`src/rtl/bce_pkg.sv`:
```
package bce_pkg;
  typedef struct packed {
    logic carry_test;
    logic polarity;
    logic data_en;
    logic phase_en;
  } bce_flags_t;
endpackage

```
`src/rtl/bce_match.sv`:
```
module bce_match #(
  parameter int DATA_W  = 8,
  parameter int PHASE_W = 3
) (
  input  logic [DATA_W-1:0]  data_byte,
  input  logic [DATA_W-1:0]  exp_value,
  input  logic [DATA_W-1:0]  dc_mask,
  input  logic [PHASE_W-1:0] live_phase,
  input  logic [PHASE_W-1:0] exp_phase,
  input  logic               tgt_mode,
  input  logic               atn,
  output logic               data_hit,
  output logic               phase_hit
);
  logic [DATA_W-1:0] bit_ok;

  for (genvar i = 0; i < DATA_W; i++) begin : g_bit
    assign bit_ok[i] = dc_mask[i] | ~(data_byte[i] ^ exp_value[i]);
  end

  assign data_hit  = &bit_ok;
  assign phase_hit = tgt_mode ? atn : (live_phase == exp_phase);

  // in target mode the phase result follows attention only
  always_comb begin
    if (tgt_mode) a_r5_target_atn: assert (phase_hit == atn);
  end
endmodule

```
`src/rtl/bce_decide.sv`:
```
module bce_decide
  import bce_pkg::*;
(
  input  bce_flags_t fl,
  input  logic       carry,
  input  logic       data_hit,
  input  logic       phase_hit,
  output logic       met
);
  logic d_ok, p_ok;

  always_comb begin
    d_ok = !fl.data_en  || (data_hit  == fl.polarity);
    p_ok = !fl.phase_en || (phase_hit == fl.polarity);
    if (fl.carry_test)                   met = (carry == fl.polarity);
    else if (!fl.data_en && !fl.phase_en) met = 1'b1;
    else                                 met = d_ok && p_ok;
  end

  // nothing enabled means unconditionally met
  always_comb begin
    if (!fl.carry_test && !fl.data_en && !fl.phase_en)
      a_r2_uncond: assert (met);
  end
endmodule

```
`src/rtl/branch_cond_eval.sv`:
```
module branch_cond_eval
  import bce_pkg::*;
#(
  parameter int DATA_W  = 8,
  parameter int PHASE_W = 3
) (
  input  logic               clk,
  input  logic               rst,
  input  logic               start,
  input  logic               cfg_carry_test,
  input  logic               cfg_polarity,
  input  logic               cfg_data_en,
  input  logic               cfg_phase_en,
  input  logic               cfg_wait_fresh,
  input  logic [PHASE_W-1:0] cfg_phase,
  input  logic [DATA_W-1:0]  cfg_mask,
  input  logic [DATA_W-1:0]  cfg_value,
  input  logic               alu_carry,
  input  logic [PHASE_W-1:0] bus_phase,
  input  logic               phase_fresh,
  input  logic [DATA_W-1:0]  first_byte,
  input  logic               target_mode,
  input  logic               atn_active,
  output logic               busy,
  output logic               result_valid,
  output logic               cond_met
);
  bce_flags_t         fl_in, fl_q, fl_ev;
  logic [PHASE_W-1:0] ph_q, ph_ev;
  logic [DATA_W-1:0]  mask_q, val_q, mask_ev, val_ev;
  logic               busy_q, valid_q, met_q;
  logic               accept, fire, data_hit, phase_hit, met_c;

  assign fl_in  = '{carry_test: cfg_carry_test, polarity: cfg_polarity,
                    data_en: cfg_data_en, phase_en: cfg_phase_en};
  assign accept = start && !busy_q;
  assign fire   = (accept && !cfg_wait_fresh) || (busy_q && phase_fresh);

  // configuration used for evaluation: live at issue, captured while waiting
  assign fl_ev   = busy_q ? fl_q   : fl_in;
  assign ph_ev   = busy_q ? ph_q   : cfg_phase;
  assign mask_ev = busy_q ? mask_q : cfg_mask;
  assign val_ev  = busy_q ? val_q  : cfg_value;

  bce_match #(.DATA_W(DATA_W), .PHASE_W(PHASE_W)) u_match (
    .data_byte (first_byte),
    .exp_value (val_ev),
    .dc_mask   (mask_ev),
    .live_phase(bus_phase),
    .exp_phase (ph_ev),
    .tgt_mode  (target_mode),
    .atn       (atn_active),
    .data_hit  (data_hit),
    .phase_hit (phase_hit)
  );

  bce_decide u_decide (
    .fl       (fl_ev),
    .carry    (alu_carry),
    .data_hit (data_hit),
    .phase_hit(phase_hit),
    .met      (met_c)
  );

  always_ff @(posedge clk) begin
    if (rst) begin
      busy_q  <= 1'b0;
      valid_q <= 1'b0;
      met_q   <= 1'b0;
      fl_q    <= '0;
      ph_q    <= '0;
      mask_q  <= '0;
      val_q   <= '0;
    end else begin
      valid_q <= fire;
      if (fire) met_q <= met_c;
      if (accept) begin
        fl_q   <= fl_in;
        ph_q   <= cfg_phase;
        mask_q <= cfg_mask;
        val_q  <= cfg_value;
      end
      if (accept && cfg_wait_fresh)    busy_q <= 1'b1;
      else if (busy_q && phase_fresh)  busy_q <= 1'b0;
    end
  end

  assign busy         = busy_q;
  assign result_valid = valid_q;
  assign cond_met     = met_q;

  // immediate evaluation answers one cycle after issue
  a_r7_imm_valid: assert property (@(posedge clk) disable iff (rst)
    (start && !busy && !cfg_wait_fresh) |=> (result_valid && !busy));

  // waiting issue raises busy, no result yet
  a_r8_wait_busy: assert property (@(posedge clk) disable iff (rst)
    (start && !busy && cfg_wait_fresh) |=> (busy && !result_valid));

  // fresh phase ends the wait with a result
  a_r8_wait_done: assert property (@(posedge clk) disable iff (rst)
    (busy && phase_fresh) |=> (result_valid && !busy));

  // no fresh phase keeps waiting, any start is ignored
  a_r9_hold_busy: assert property (@(posedge clk) disable iff (rst)
    (busy && !phase_fresh) |=> (busy && !result_valid));

  // result only moves with the valid pulse
  a_r10_stable: assert property (@(posedge clk) disable iff (rst)
    !result_valid |-> $stable(cond_met));

  // carry test against polarity, immediate path
  a_r1_carry: assert property (@(posedge clk) disable iff (rst)
    (start && !busy && !cfg_wait_fresh && cfg_carry_test)
      |=> (cond_met == ($past(alu_carry) == $past(cfg_polarity))));
endmodule

```
`config.mk`:
```
export PLATFORM = sky130hd
export DESIGN_NAME = branch_cond_eval
export DESIGN_NICKNAME = d
export VERILOG_FILES = /design/src/rtl/bce_pkg.sv /design/src/rtl/bce_match.sv /design/src/rtl/bce_decide.sv /design/src/rtl/branch_cond_eval.sv
export SDC_FILE = /design/constraint.sdc
export NUM_CORES = 1
export LEC_CHECK = 0
export BUFFER_PORTS_ARGS = -buffer_cell sky130_fd_sc_hd__buf_2
export CORE_MARGIN = 8
export CORE_UTILIZATION = 23
export CTS_CLUSTER_DIAMETER = 120
export CTS_CLUSTER_SIZE = 16
export DETAILED_ROUTE_END_ITERATION = 8
export HOLD_SLACK_MARGIN = 0.1
export SETUP_SLACK_MARGIN = 0.3
export SYNTH_ARGS = -nofsm -noshare
export SYNTH_HDL_FRONTEND = slang
export SYNTH_SLANG_ARGS = --single-unit
```
`constraint.sdc`:
```
create_clock -name clk -period 2.7 [get_ports clk]
set_clock_uncertainty 0.15 [all_clocks]
set_input_delay 0.405 -clock clk [delete_from_list [all_inputs] [get_ports clk]]
set_output_delay 0.405 -clock clk [all_outputs]
set_load 0.02 [all_outputs]
```
== Word level (Yosys, flattened, before mapping) ==
Cells that the tools add are included.
Storage, ports and cells
  bits of input ports: 42
  output and inout port bits: 3
  register bits: 26
  word-level logic and storage cells: 62
Operators by class
  mux-type cells: 9
  reduce and logical (&&, ||, !) cells: 15
  equal/unequal tests: 4
  bitwise gates (word level): 24
Operators by type and width (number)
  2-to-1 mux 8 bit: 2
  NOT 1 bit: 8
  OR 1 bit: 8
  AND reduction 8 bit: 1
  bitwise XOR 1 bit: 8
  logical AND 1 bit: 6
  2-to-1 mux 1 bit: 5
  zero test 1 bit: 4
  2-to-1 mux 4 bit: 1
  equality test 1 bit: 3
  equality test 3 bit: 1
  logical OR 1 bit: 3
  2-to-1 mux 3 bit: 1
  nonzero test 2 bit: 1

== Longest topological paths before layout ==
  depth in word-level cells: 10
  depth in mapped cells: 8
  mapped depth without buffers: 6

== Cells and area by module ==
From an unflattened synthesis, not the netlist that was laid out.
Second synthesis, totals
  cells, all modules: 165
  area total of the unflattened synthesis: 1441.4 µm²
Modules (own cells, without submodules)
  branch_cond_eval: times used 1, seq. area each 520.5 µm², area each 1239.9 µm², cells each 140
  bce_match: times used 1, seq. area each 0.0 µm², area each 153.9 µm², cells each 18
  bce_decide: times used 1, seq. area each 0.0 µm², area each 47.5 µm², cells each 7

== Worst setup path before layout ==
OpenSTA, ideal clock, no wires.
  kind: flip-flop to flip-flop
  start: register busy_q (netlist: busy)
  end: register met_q (netlist: cond_met)
  required time: 2.416 ns
  period minus slack after synthesis: 2.253 ns
  data arrival time: 1.969 ns
  library setup time: 0.134 ns
  slack: 0.447 ns
  stages on the path, launching flop included: 8
  buffers on the path: 1
  cells stage by stage: dfxtp_1 -> buf_6 -> mux2i_1 -> xnor2_1 -> nor2_1 -> or4b_2 -> and3b_1 -> nor4b_1
On the way
  cells in the longest elaborated chain, start to end: 10
  elaborated cells on any way between the ends: 47
  those cells by class: eq/ne (4); mux (7); bitwise (24); reduce/logical (12)
RTL lines
  from (decl): line branch_cond_eval.sv:31  | logic busy_q, valid_q, met_q;
  from (signal assigned): line branch_cond_eval.sv:67  | busy_q <= 1'b0;
  from (signal assigned): line branch_cond_eval.sv:83  | if (accept && cfg_wait_fresh) busy_q <= 1'b1;
  from (signal assigned): line branch_cond_eval.sv:84  | else if (busy_q && phase_fresh) busy_q <= 1'b0;
  2-to-1 mux 8 bit: line branch_cond_eval.sv:43  | assign val_ev = busy_q ? val_q : cfg_value;
  bitwise XOR 1 bit: line bce_match.sv:18  | assign bit_ok[i] = dc_mask[i] | ~(data_byte[i] ^ exp_value[i]);
  NOT 1 bit: line bce_match.sv:18
  OR 1 bit: line bce_match.sv:18
  AND reduction 8 bit: line bce_match.sv:21  | assign data_hit = &bit_ok;
  equality test 1 bit: line bce_decide.sv:13  | d_ok = !fl.data_en || (data_hit == fl.polarity);
  logical OR 1 bit: line bce_decide.sv:13
  logical AND 1 bit: line bce_decide.sv:17  | else met = d_ok && p_ok;
  2-to-1 mux 1 bit: line bce_decide.sv:16  | else if (!fl.data_en && !fl.phase_en) met = 1'b1;
  2-to-1 mux 1 bit: line bce_decide.sv:15  | if (fl.carry_test) met = (carry == fl.polarity);
  to (signal assigned): line branch_cond_eval.sv:76  | if (fire) met_q <= met_c;
  to (decl): line branch_cond_eval.sv:31
Parallel ways exist; a longest one is shown, timed or not.
A chain may end at the register's enable or synchronous reset.

== Worst setup path in the final report ==
  start: input port cfg_value[3]
  end: register met_q (netlist: cond_met)
On the way
  cells in the longest elaborated chain, start to end: 10
RTL lines
  from (decl): line branch_cond_eval.sv:17  | input logic [DATA_W-1:0] cfg_value,
  2-to-1 mux 8 bit: line branch_cond_eval.sv:43
  bitwise XOR 1 bit: line bce_match.sv:18
  NOT 1 bit: line bce_match.sv:18
  OR 1 bit: line bce_match.sv:18
  AND reduction 8 bit: line bce_match.sv:21
  equality test 1 bit: line bce_decide.sv:13
  logical OR 1 bit: line bce_decide.sv:13
  logical AND 1 bit: line bce_decide.sv:17
  2-to-1 mux 1 bit: line bce_decide.sv:16
  2-to-1 mux 1 bit: line bce_decide.sv:15
Every way passes these cells.

==> impl_metrics.json <==
{
  "status": "finished clean",
  "hp-class": "in2reg",
  "synth.avg_cell_area_sq_um": 7.81,
  "drt_first_pass_iters": 4,
  "synthesis.nets": 215,
  "placed_area_sq_um": 1640,
  "cts_tree": "built",
  "ys_warn_count": 0,
  "grt_start_max_net_pins": 27,
  "numClockSinks": 26,
  "fin_area_sq_um": 1680,
  "clockBufferDepth": 2,
  "routed_wl_mm": 3.67,
  "dp_hpwl_mm": 2.83,
  "die_height_microns": 92.7,
  "max-slew-margin-rel": 0.658,
  "insertion_delay_ps": 270,
  "yosysSeqAreaShare": 0.385,
  "drive_gt1_frac": 0.252,
  "root_buffer": "clkbuf_8",
  "drc": 0,
  "core_region_area_sq_um": 5820,
  "ir_drop_mv": 0.255,
  "ant_nets": 0,
  "synth_top_area_frac": 0.385,
  "die_area_sq_um": 8580,
  "synth_cell_types": 25,
  "grt-ovfl-total": 0,
  "drv_cap": 0,
  "ios": 45,
  "synth_cells": 173,
  "grt_pass1_vias": 1229,
  "ctsHoldBuffers": 0,
  "p_switching_uw": 231,
  "start_kind": "input pin",
  "finalHoldViolations": 0,
  "cts_resized": 0,
  "clkPwrFrac": 0.272,
  "maxSlewViolCount": 0,
  "finalSetupTns_ps": 0,
  "ys.flop_type": "dfxtp_1",
  "drt_iter0_drc": 40,
  "via_per_inst": 4.29,
  "via_count": 1241,
  "sw_frac_of_total": 0.281,
  "power_leakage_nw": 0.665,
  "utilization": 0.289,
  "path_clk_slew_ps": 90,
  "fin_crit_ps": 2310,
  "critPathArrivalTime_ps": 2310,
  "place.gp.congestion": 0.711,
  "port_buffers": 44,
  "row_count": 28,
  "rsz0062_at_grt": "no",
  "netlist_top_cells_count": "50 x nand2_1, 26 x dfxtp_1, 24 x a21oi_1",
  "holdWs_ps": 219,
  "htreeDepth": 1,
  "setup_violations": 0,
  "postCtsSetupBuffers": 0,
  "p_comb_frac": 0.218,
  "critPathKind": "in2reg",
  "synth-seq-cells": 26,
  "worstPathMaxFanout": 2,
  "crit_path_end_kind": "flip-flop",
  "syn_to_final_growth_pct": 24.4,
  "initial_utilization": 0.232,
  "cp_data_required_time_ps": 2700,
  "yosys.cell_count.top_type": "nand2_1",
  "pwr-share-seq": 0.510,
  "grt_use_total": 0.0860,
  "die_x_microns": 92.7,
  "finalCritPeriodShare": 0.856,
  "worstMarginPinSlew_ps": 513,
  "grt_pass1_wl_mm": 5.92,
  "n_antenna_cell": 0,
  "nets": 258,
  "synth.area.top_cells": "dfxtp_1 39%, nand2_1 14%, xnor2_1 12%, a21oi_1 8.9%, mux2i_1 4.4%",
  "syn_area_sq_um": 1350,
  "fmax_mhz": 433,
  "cts_buffers": 3,
  "yosys.area.top_type": "dfxtp_1",
  "post_drt_wl_per_cell_microns": 12.7,
  "internal-power_uw": 591,
  "synth_edf_count": 0,
  "p_per_area_nw_per_um2": 489,
  "async_flop_share": 0,
  "antenna_found_initial": 0
}
area by class of cell:
| cell class | count | area (sq um) |
|---|---|---|
| Fill cell | 671 | 4130 |
| Multi-Input combinational cell | 137 | 779 |
| Sequential cell | 26 | 520 |
| Timing Repair Buffer | 47 | 243 |
| Tap cell | 75 | 93.8 |
| Clock buffer | 3 | 41.3 |
| Inverter | 1 | 3.75 |
cells in the final DEF, fill, tap and decap left out, types with 2 or more instances in the layout:
cell type,n
a21oi_1,24
buf_2,44
buf_4,3
clkbuf_8,3
dfxtp_1,26
mux2_2,3
mux2i_1,6
nand2_1,50
nand2b_1,2
nor2_1,10
nor2b_1,2
o21ai_0,2
o22ai_1,6
or3_1,3
or4_1,2
xnor2_1,19
stage by stage:
stage	power, mW	setup WS, ps	instances
5_1_grt	0.871	254	289
4_1_cts	0.831	403	289
3_5_place_dp	0.608	140	286
2_1_floorplan	0.539	447	173
3_3_place_gp	0.606	222	286
6_report	0.822	388	289
path summary, 6_finish.rpt:
check | slack [ps] | from | depth (start not counted) | end
hold reg to reg | 300 | mask_q[2] | 2 | mask_q[2]
hold / removal | 220 | cfg_phase[0] | 3 | ph_q[0]
setup / recovery | 390 | cfg_value[3] | 7 | cond_met
setup reg to reg | 450 | busy | 5 | cond_met
worst max-delay path, stage by stage:
cell and delay [ps]:
buf_2 110, xnor2_1 230, o22ai_1 130, or4_1 510, or3_1 400, a2111oi_1 420, nor4b_1 100
power groups by stage:
stage          sequential [mW]  clock (mW)  combinational (mW)
2_1_floorplan            0.430           0               0.109
3_5_place_dp             0.428           0               0.180
5_1_grt                  0.422       0.247               0.202
6_report                 0.419       0.224               0.179
4_1_cts                  0.419       0.231               0.181
3_3_place_gp             0.428           0               0.179
flip-flops by register name, summed over array words and instances, names as in the netlist:
register	cells
val_q	8
busy	1
ph_q	3
mask_q	8
cond_met	1
fl_q	4
result_valid	1
per-layer routing:
metal / wire length (microns) / track usage
met3: 230 / 0.0275
met4: 26 / 0.0201
met5: 0 / 0
met2: 1670 / 0.141
met1: 1740 / 0.106
kinds of logic (layout without fill, tap and decap cells):
family | Yosys count | after routing | synth area share
multiplexers | 9 | 9 | 0.0694
buffers and inverters | 10 | 51 | 0.0389
XOR/XNOR | 19 | 19 | 0.123
AND/OR/NAND/NOR | 73 | 73 | 0.236
AO/OA/AOI/OAI | 36 | 36 | 0.147
flip-flops | 26 | 26 | 0.385
Note: power is estimated with default switching activity, not from simulation.
